File: src/rtl/exc_frame_pkg.sv
package exc_frame_pkg;

  typedef enum logic [1:0] {
    ST_IDLE = 2'd0,
    ST_PC   = 2'd1,
    ST_FV   = 2'd2,
    ST_DONE = 2'd3
  } frameStT;

  // strobes from control to datapath
  typedef struct packed {
    logic capture;  // latch the exception inputs
    logic selPc;    // bus carries the program counter write
    logic commit;   // publish stack pointer and vector address
  } frameCtrlT;

endpackage

File: src/rtl/exc_frame_ctrl.sv
module exc_frame_ctrl
  import exc_frame_pkg::*;
(
  input  logic      clk,
  input  logic      rstN,
  input  logic      startI,
  input  logic      busAck,
  input  logic      insnDone,
  output frameCtrlT ctrl,
  output logic      busReq,
  output logic      busy,
  output logic      done,
  output logic      intInhibit
);

  frameStT state, stateNext;

  always_comb begin
    stateNext = state;
    case (state)
      ST_IDLE: if (startI) stateNext = ST_PC;
      ST_PC:   if (busAck) stateNext = ST_FV;
      ST_FV:   if (busAck) stateNext = ST_DONE;
      ST_DONE: stateNext = ST_IDLE;
      default: stateNext = ST_IDLE;
    endcase
  end

  always_ff @(posedge clk or negedge rstN) begin
    if (!rstN) state <= ST_IDLE;
    else       state <= stateNext;
  end

  always_comb begin
    ctrl.capture = (state == ST_IDLE) && startI;
    ctrl.selPc   = (state == ST_PC);
    ctrl.commit  = (state == ST_FV) && busAck;
  end

  assign busReq = (state == ST_PC) || (state == ST_FV);
  assign busy   = (state != ST_IDLE);
  assign done   = (state == ST_DONE);

  // set on the edge entering the done cycle, cleared by the first
  // completed instruction seen afterwards
  always_ff @(posedge clk or negedge rstN) begin
    if (!rstN)             intInhibit <= 1'b0;
    else if (ctrl.commit)  intInhibit <= 1'b1;
    else if (insnDone)     intInhibit <= 1'b0;
  end

endmodule

File: src/rtl/exc_frame_dp.sv
module exc_frame_dp
  import exc_frame_pkg::*;
#(
  parameter int AW  = 32,
  parameter int VW  = 8,
  parameter int SRW = 16,
  parameter int FSW = 4
) (
  input  logic           clk,
  input  logic           rstN,
  input  frameCtrlT      ctrl,
  input  logic [AW-1:0]  spIn,
  input  logic [SRW-1:0] srIn,
  input  logic [31:0]    pcIn,
  input  logic [VW-1:0]  vecNum,
  input  logic [FSW-1:0] faultSt,
  input  logic [AW-1:0]  vecBase,
  output logic [AW-1:0]  busAddr,
  output logic [31:0]    busData,
  output logic [AW-1:0]  newSp,
  output logic [AW-1:0]  vecAddr
);

  localparam int ALIGN_BITS  = 2;
  localparam int FRAME_BYTES = 8;
  localparam int PC_OFFSET   = 4;
  localparam int VEC_SHIFT   = 2;
  localparam int FS_HALF     = FSW / 2;

  logic [AW-1:0]  baseCalc, vecCalc;
  logic [3:0]     fmtCode;
  logic [15:0]    fvWord;
  logic [AW-1:0]  baseR, vecR;
  logic [31:0]    pcR, stWordR;

  always_comb begin
    baseCalc = {spIn[AW-1:ALIGN_BITS], {ALIGN_BITS{1'b0}}} - AW'(FRAME_BYTES);
    fmtCode  = {2'b01, spIn[ALIGN_BITS-1:0]};
    fvWord   = {fmtCode, faultSt[FSW-1:FS_HALF], vecNum, faultSt[FS_HALF-1:0]};
    vecCalc  = vecBase + (AW'(vecNum) << VEC_SHIFT);
  end

  always_ff @(posedge clk or negedge rstN) begin
    if (!rstN) begin
      baseR   <= '0;
      vecR    <= '0;
      pcR     <= '0;
      stWordR <= '0;
    end else if (ctrl.capture) begin
      baseR   <= baseCalc;
      vecR    <= vecCalc;
      pcR     <= pcIn;
      stWordR <= {fvWord, srIn};
    end
  end

  always_ff @(posedge clk or negedge rstN) begin
    if (!rstN) begin
      newSp   <= '0;
      vecAddr <= '0;
    end else if (ctrl.commit) begin
      newSp   <= baseR;
      vecAddr <= vecR;
    end
  end

  always_comb begin
    if (ctrl.selPc) begin
      busAddr = baseR + AW'(PC_OFFSET);
      busData = pcR;
    end else begin
      busAddr = baseR;
      busData = stWordR;
    end
  end

endmodule

File: src/rtl/exc_frame_gen.sv
module exc_frame_gen
  import exc_frame_pkg::*;
(
  input  logic        clk,
  input  logic        rstN,
  input  logic        startI,
  input  logic [31:0] spIn,
  input  logic [15:0] srIn,
  input  logic [31:0] pcIn,
  input  logic [7:0]  vecNum,
  input  logic [3:0]  faultSt,
  input  logic [31:0] vecBase,
  input  logic        insnDone,
  output logic        busReq,
  output logic [31:0] busAddr,
  output logic [31:0] busData,
  input  logic        busAck,
  output logic        busy,
  output logic        done,
  output logic [31:0] newSp,
  output logic [31:0] vecAddr,
  output logic        intInhibit
);

  frameCtrlT ctrl;

  exc_frame_ctrl u_ctrl (
    .clk(clk), .rstN(rstN), .startI(startI), .busAck(busAck),
    .insnDone(insnDone), .ctrl(ctrl), .busReq(busReq), .busy(busy),
    .done(done), .intInhibit(intInhibit)
  );

  exc_frame_dp #(.AW(32), .VW(8), .SRW(16), .FSW(4)) u_dp (
    .clk(clk), .rstN(rstN), .ctrl(ctrl), .spIn(spIn), .srIn(srIn),
    .pcIn(pcIn), .vecNum(vecNum), .faultSt(faultSt), .vecBase(vecBase),
    .busAddr(busAddr), .busData(busData), .newSp(newSp), .vecAddr(vecAddr)
  );

endmodule

File: config.mk
export PLATFORM = sky130hd
export DESIGN_NAME = exc_frame_gen
export DESIGN_NICKNAME = d
export VERILOG_FILES = /design/src/rtl/exc_frame_pkg.sv /design/src/rtl/exc_frame_ctrl.sv /design/src/rtl/exc_frame_dp.sv /design/src/rtl/exc_frame_gen.sv
export SDC_FILE = /design/constraint.sdc
export NUM_CORES = 1
export LEC_CHECK = 0
export BUFFER_PORTS_ARGS = -buffer_cell sky130_fd_sc_hd__buf_4
export CORE_AREA = 2 2 151 190
export CTS_CLUSTER_DIAMETER = 100
export DETAILED_ROUTE_END_ITERATION = 12
export DIE_AREA = 0 0 153 192
export GPL_TIMING_DRIVEN = 0
export SYNTH_ARGS = -nofsm -noshare
export SYNTH_HDL_FRONTEND = slang
export SYNTH_HIERARCHICAL = 1
export SYNTH_SLANG_ARGS = --single-unit
File: constraint.sdc
create_clock -name clk -period 5.16 [get_ports clk]
set_input_delay 0.516 -clock clk [delete_from_list [all_inputs] [get_ports clk]]
set_output_delay 0.516 -clock clk [all_outputs]
set_load 0.02 [all_outputs]
# Word level (Yosys, flattened, before mapping)
# Index checks and enable logic that the tools add are counted.
[op_classes]
muxes = 8
n_eq_ne = 6
add_sub_neg = 3
n_reduce_logical = 7
[ops]
columns = ["cell", "count"]
rows = [
  ["$mux 32", 2],
  ["$add 32x10->32", 1],
  ["$add 32x3->32 const B", 1],
  ["$sub 32x4->32 const B", 1],
  ["$pmux 2 s4", 1],
  ["$mux 2", 3],
  ["$ne 2x2->1 const B", 3],
  ["$eq 2x2->1 const B", 2],
  ["$reduce_bool 2->1", 2],
  ["$reduce_and 3->1", 1],
  ["$eq 2x1->1 const B", 1],
  ["$logic_and 1x1->1", 2],
  ["$logic_not 2->1", 1],
  ["$mux 1", 2],
  ["$logic_or 1x1->1", 1],
]
[totals]
ff_bits = 194
input_bits = 129
word_cells = 32
output_inout_bits = 132

# Logic depth before layout (Yosys ltp)
[depth]
word_depth = 3
ltp_mapped = 10
mapped_depth_nobuf = 8

# Cells and area by module
# Netlist, hierarchy kept.
[by_module_without_submodules]
columns = ["mod", "seq_area_each_um2", "n_inst", "cells_per_inst", "area_each_um2"]
rows = [
  ["exc_frame_dp", 4679.5, 1, 813, 9307.7],
  ["exc_frame_ctrl", 75.1, 1, 20, 209.0],
]

# Worst setup path after synthesis
# No wires, ideal clock.
[synth_path]
path_kind = "flip-flop to output port"
from = "register u_ctrl.state[1]"
to = "output port busAddr[26]"
path_buffers = 2
path_stages_with_launch = 10
t_required_ps = 4644
arrival_time_ps = 2278
path_slack_ps = 2366
path_cell_list = "dfrtp_1 -> inv_1 -> ha_1 -> buf_2 -> and4_1 -> clkbuf_1 -> nand4_1 -> nor3_1 -> nand3_1 -> xnor2_1"
[synth_lines]
columns = ["element", "line", "rtl"]
rows = [
  ["from (decl)", "exc_frame_ctrl.sv:16", "frameStT state, stateNext;"],
  ["from (signal assigned)", "exc_frame_ctrl.sv:31", "else state <= stateNext;"],
  ["to (decl)", "exc_frame_gen.sv:15", "output logic [31:0] busAddr,"],
]

==> flow_results.org <==
** Floorplanning
- The initial utilization of the core area, before any placement, comes to 34.6%.
- The die is 153 um wide.
- Number of top-level design ports :: 261
- Die area :: 29400 um2
- From bottom edge to top edge, the die measures 192 um.
- Core area :: 27500 um2
- The initialized floorplan defines 68 standard-cell rows.

** Worst hold path
- Path category of the worst min-delay check :: in -> async

** Critical path
- Critical Path End Type :: output pin
- The worst register-to-register path ends at u_dp/vecR[30]$_DFFE_PN0P_.
- Critical Path Sink :: busAddr[31]
- Crit Path Category :: reg -> out
- In this run the worst setup path begins at u_ctrl/state[1]$_DFFE_PN0P_.
- Counting cells, the worst reg-to-reg path comes to 8.
- Setup slack on the worst reg-to-reg path comes out at 1740 ps.
- The worst register-to-register path begins at u_ctrl/state[0]$_DFFE_PN0P_.
- Worst path slowest cell :: sky130_fd_sc_hd__nor4b_1
- Data arrives at the worst endpoint at 3390 ps.
- STA classifies the critical path startpoint as a register.
- Worst path required time :: 4640 ps
- In this run the worst path has a maximum fanout of 10.
- Chain of cells forming the critical path :: inv_1 -> ha_1 -> buf_2 -> and3_1 -> and4_1 -> nor4b_1 -> nand3_1 -> xnor2_1 -> buf_4
- Slowest stage delay, CP :: 790 ps

** Yosys
- Synthesized area per cell :: 11.4 um2
- Post-synthesis async set-or-reset flop share :: 100%
- The synthesized netlist occupies a cell area of 9520 um2.
- Number of warnings printed during yosys synthesis :: 6
- The most used flip-flop cell after synthesis is sky130_fd_sc_hd__dfrtp_1.
- FF+latch count, synth :: 190
- Post-synth EDFFs :: 0
- Synthesis handed over a netlist of 833 instances.
- Library cell occupying the most area in the post-synthesis netlist :: sky130_fd_sc_hd__dfrtp_1
- Largest cells by area after synthesis :: sky130_fd_sc_hd__dfrtp_1, sky130_fd_sc_hd__mux2_2, sky130_fd_sc_hd__xnor2_1, sky130_fd_sc_hd__a21oi_1, sky130_fd_sc_hd__nor2_1
- Sequential area share after synthesis :: 50.0%
- Counting distinct cell types in the post-synthesis netlist gives 62.
- Synth top area share :: 50.0%

** Timing
- Largest clock skew in the final design :: 5.70 ps
- The count of final max-slew check failures came to 0.
- For the pin with the worst max-slew slack, the measured transition is 941 ps.
- Period minus WS final :: 3900 ps
- Based on the critical path, the design can be clocked at up to 0.256 GHz.
- The final critical path takes up 75.7% of the cycle.
- On the final layout, the worst hold slack is 40.2 ps.
- The count of final hold-check violations came to 0.
- Setup total negative slack on the finished layout was measured at 0 ps.
- RSZ-0062 raised after global routing :: no
- Setup violations remaining at the end of the flow were counted as 0.
- Worst slew margin :: 36.4%

** Job
- The tool flagged a number of max-cap violations equal to 0.

** Cells and area
- Number of antenna cells inserted :: 0
- Cells with a size suffix above 1 make up 42.3% of the layout.
- Net count, final :: 1257
- Sequential cell area :: 4750 um2
- The multi-input combinational cells in the finished layout cover a total of 4510 um2.
- Counting the fill cells in the layout gives 2659.
- Area Growth Syn to Fin :: 31.9%

** Clock tree
- Number of buffers created by CTS :: 17
- Maximum level of the CTS H-tree :: 4
- Insertion delay to the later sink of the worst-skew pair :: 440 ps
- Clock Tree Root :: sky130_fd_sc_hd__clkbuf_16
- # clock sinks :: 190
- Buffers inserted by post-CTS timing repair :: 0
- TritonCTS clock tree :: done
- In this run the deepest clock path goes through 2 buffers.
- After clock tree synthesis, the clock-pin slew on the worst setup and hold paths is 70 ps.
- Buffers inserted to repair hold after CTS numbered 0.
- Post-CTS repair changed the size of 0 cells.

** Global route
- The via count of the first global-routing pass is 7719.
- Across every metal layer, demand over resource in global routing totals 18.5%.
- Grt total ovfl :: 0
- Largest net degree at the start of global routing :: 116
- The first global-routing pass estimated 42600 um of wire.
- The initial antenna violation count was 0.

** Detailed routing
- Dividing the detail-routed wire length by the instance count gives 18.0 um.
- Routed via count divided by cell count :: 5.06
- The count of nets left with antenna violations once routing finished came out at 0.
- Final WL :: 26600 um
- The first routing iteration left 284 violations.
- Number of search-and-repair iterations in the first detailed-routing pass :: 4
- For this block, the via count after detailed routing is 7472.
- Total DRC errors in the routed layout :: 0

** Power
- Combinational cell fraction of total power :: 47.0%
- Of the total power, the share spent switching nets is 38.1%.
- Part of the power in registers :: 34.9%
- VDD IR max :: 0.320 mV
- Clock network fraction of total power :: 18.1%
- Cell internal pwr :: 4.83 mW
- The analysis attributes to net switching a power of 2.98 mW.
- Power Density :: 622 nW/um2
- Leakage :: 5.38 nW

** Placement
- Buffers placed on the I/O ports in this run total 256.
- Last weighted congestion value of the routability-driven placer :: 0.832
- Detailed placement ended at an HPWL of 20100 um.

** Outcome
- Outcome :: finished, final reports clean
[cells in the mapped netlist (all sizes together) (13+ instances only)]
| cell | number |
|---|---|
| or3 | 13 |
| nand3 | 39 |
| xnor2 | 40 |
| o21ai | 14 |
| buf | 15 |
| nor3 | 15 |
| and3 | 16 |
| nor2 | 58 |
| mux2 | 166 |
| a21oi | 45 |
| inv | 16 |
| clkbuf | 31 |
| xor2 | 21 |
| dfrtp | 190 |
| ha | 14 |
| nand2 | 37 |
[worst min-delay path by stage]
stage / start / end / slack [ps]
after floorplan: rstN / u_ctrl/intInhibit$_DFFE_PN0P_ / 220
after global placement: u_dp/stWordR[30]$_DFFE_PN0P_ / u_dp/stWordR[30]$_DFFE_PN0P_ / 460
after detailed placement: u_dp/stWordR[30]$_DFFE_PN0P_ / u_dp/stWordR[30]$_DFFE_PN0P_ / 460
after CTS: rstN / u_dp/baseR[10]$_DFFE_PN0P_ / 60
after global routing: rstN / u_dp/newSp[12]$_DFFE_PN0P_ / 80
final: rstN / u_dp/newSp[12]$_DFFE_PN0P_ / 40
[cell usage in the layout, fill, tap and decap left out, types with 13 or more instances in the layout]
cell / count
sky130_fd_sc_hd__and3_1: 16
sky130_fd_sc_hd__nor2_1: 58
sky130_fd_sc_hd__mux2_2: 165
sky130_fd_sc_hd__nand2_1: 37
sky130_fd_sc_hd__clkbuf_16: 17
sky130_fd_sc_hd__clkbuf_1: 31
sky130_fd_sc_hd__inv_1: 15
sky130_fd_sc_hd__or3_1: 13
sky130_fd_sc_hd__nand3_1: 39
sky130_fd_sc_hd__a21oi_1: 45
sky130_fd_sc_hd__xor2_1: 21
sky130_fd_sc_hd__xnor2_1: 40
sky130_fd_sc_hd__buf_4: 259
sky130_fd_sc_hd__dfrtp_1: 190
sky130_fd_sc_hd__ha_1: 14
[critical path, delay by kind of cell (launching register included)]
family                   cells  cell delay [ps]
AND/OR/NAND/NOR              4             1600
buffers and inverters        3              560
flip-flops                   1              410
XOR/XNOR                     1              200
adder cells (fa/ha/maj)      1              180
[flip-flops by register name (all words and copies together) (netlist names)]
name / cells
u_dp/pcR: 32
u_dp/vecAddr: 32
u_dp/vecR: 32
u_dp/stWordR: 31
u_dp/baseR: 30
u_dp/newSp: 30
u_ctrl/state: 2
u_ctrl/intInhibit: 1
[power by group through the flow]
stage | clock network, mW | registers (mW) | logic (mW)
floorplan | 0 | 2.92 | 2.02
global placement | 0 | 2.73 | 3.68
detailed placement | 0 | 2.76 | 3.72
CTS | 1.47 | 2.73 | 3.74
global route | 1.53 | 2.84 | 3.96
finish | 1.41 | 2.73 | 3.67
[layer usage]
layer | part of all wire [%] | track usage [%] | vias up
li1 | - | - | 3547
met1 | 41 | 22.2 | 3657
met2 | 49 | 31.3 | 250
met3 | 8.6 | 6.93 | 18
met4 | 1.4 | 4.91 | 0
met5 | 0 | 0 | -
[through the flow]
stage | area, um2 | utilization, % | power, mW | worst slack (ps) | std cells
final | 12600 | 45.7 | 7.81 | 1260 | 1476
after global routing | 12600 | 45.7 | 8.33 | 965 | 1476
after CTS | 12500 | 45.7 | 7.94 | 1210 | 1475
after detailed placement | 11900 | 43.4 | 6.49 | 1640 | 1443
after global placement | 11900 | 43.3 | 6.42 | 1730 | 1442
after floorplan | 9530 | - | 4.95 | 2370 | 836
[area by class of cell]
type	instances	area share [%]
buffer	46	1.62
clock buffer	17	3.39
clock inverter	15	1.58
inverter	16	0.479
multi-input combinational	584	35.9
sequential	190	37.9
tap	350	3.49
timing repair buffer	258	15.6
[logic make-up (layout without fill, tap and decap cells)]
family          count (synthesis)  in the layout  share of synthesized area, %
fa+ha+maj                      15             15                          2.05
xor+xnor                       61             61                          5.61
compound gates                 99             99                          6.46
simple gates                  238            238                          13.3
other cells                     1              4                        0.0394
buf+inv                        62            352                          2.77
mux                           167            167                          19.8
flops                         190            190                          50.0
No activity file was read; power rests on OpenSTA's default activity.
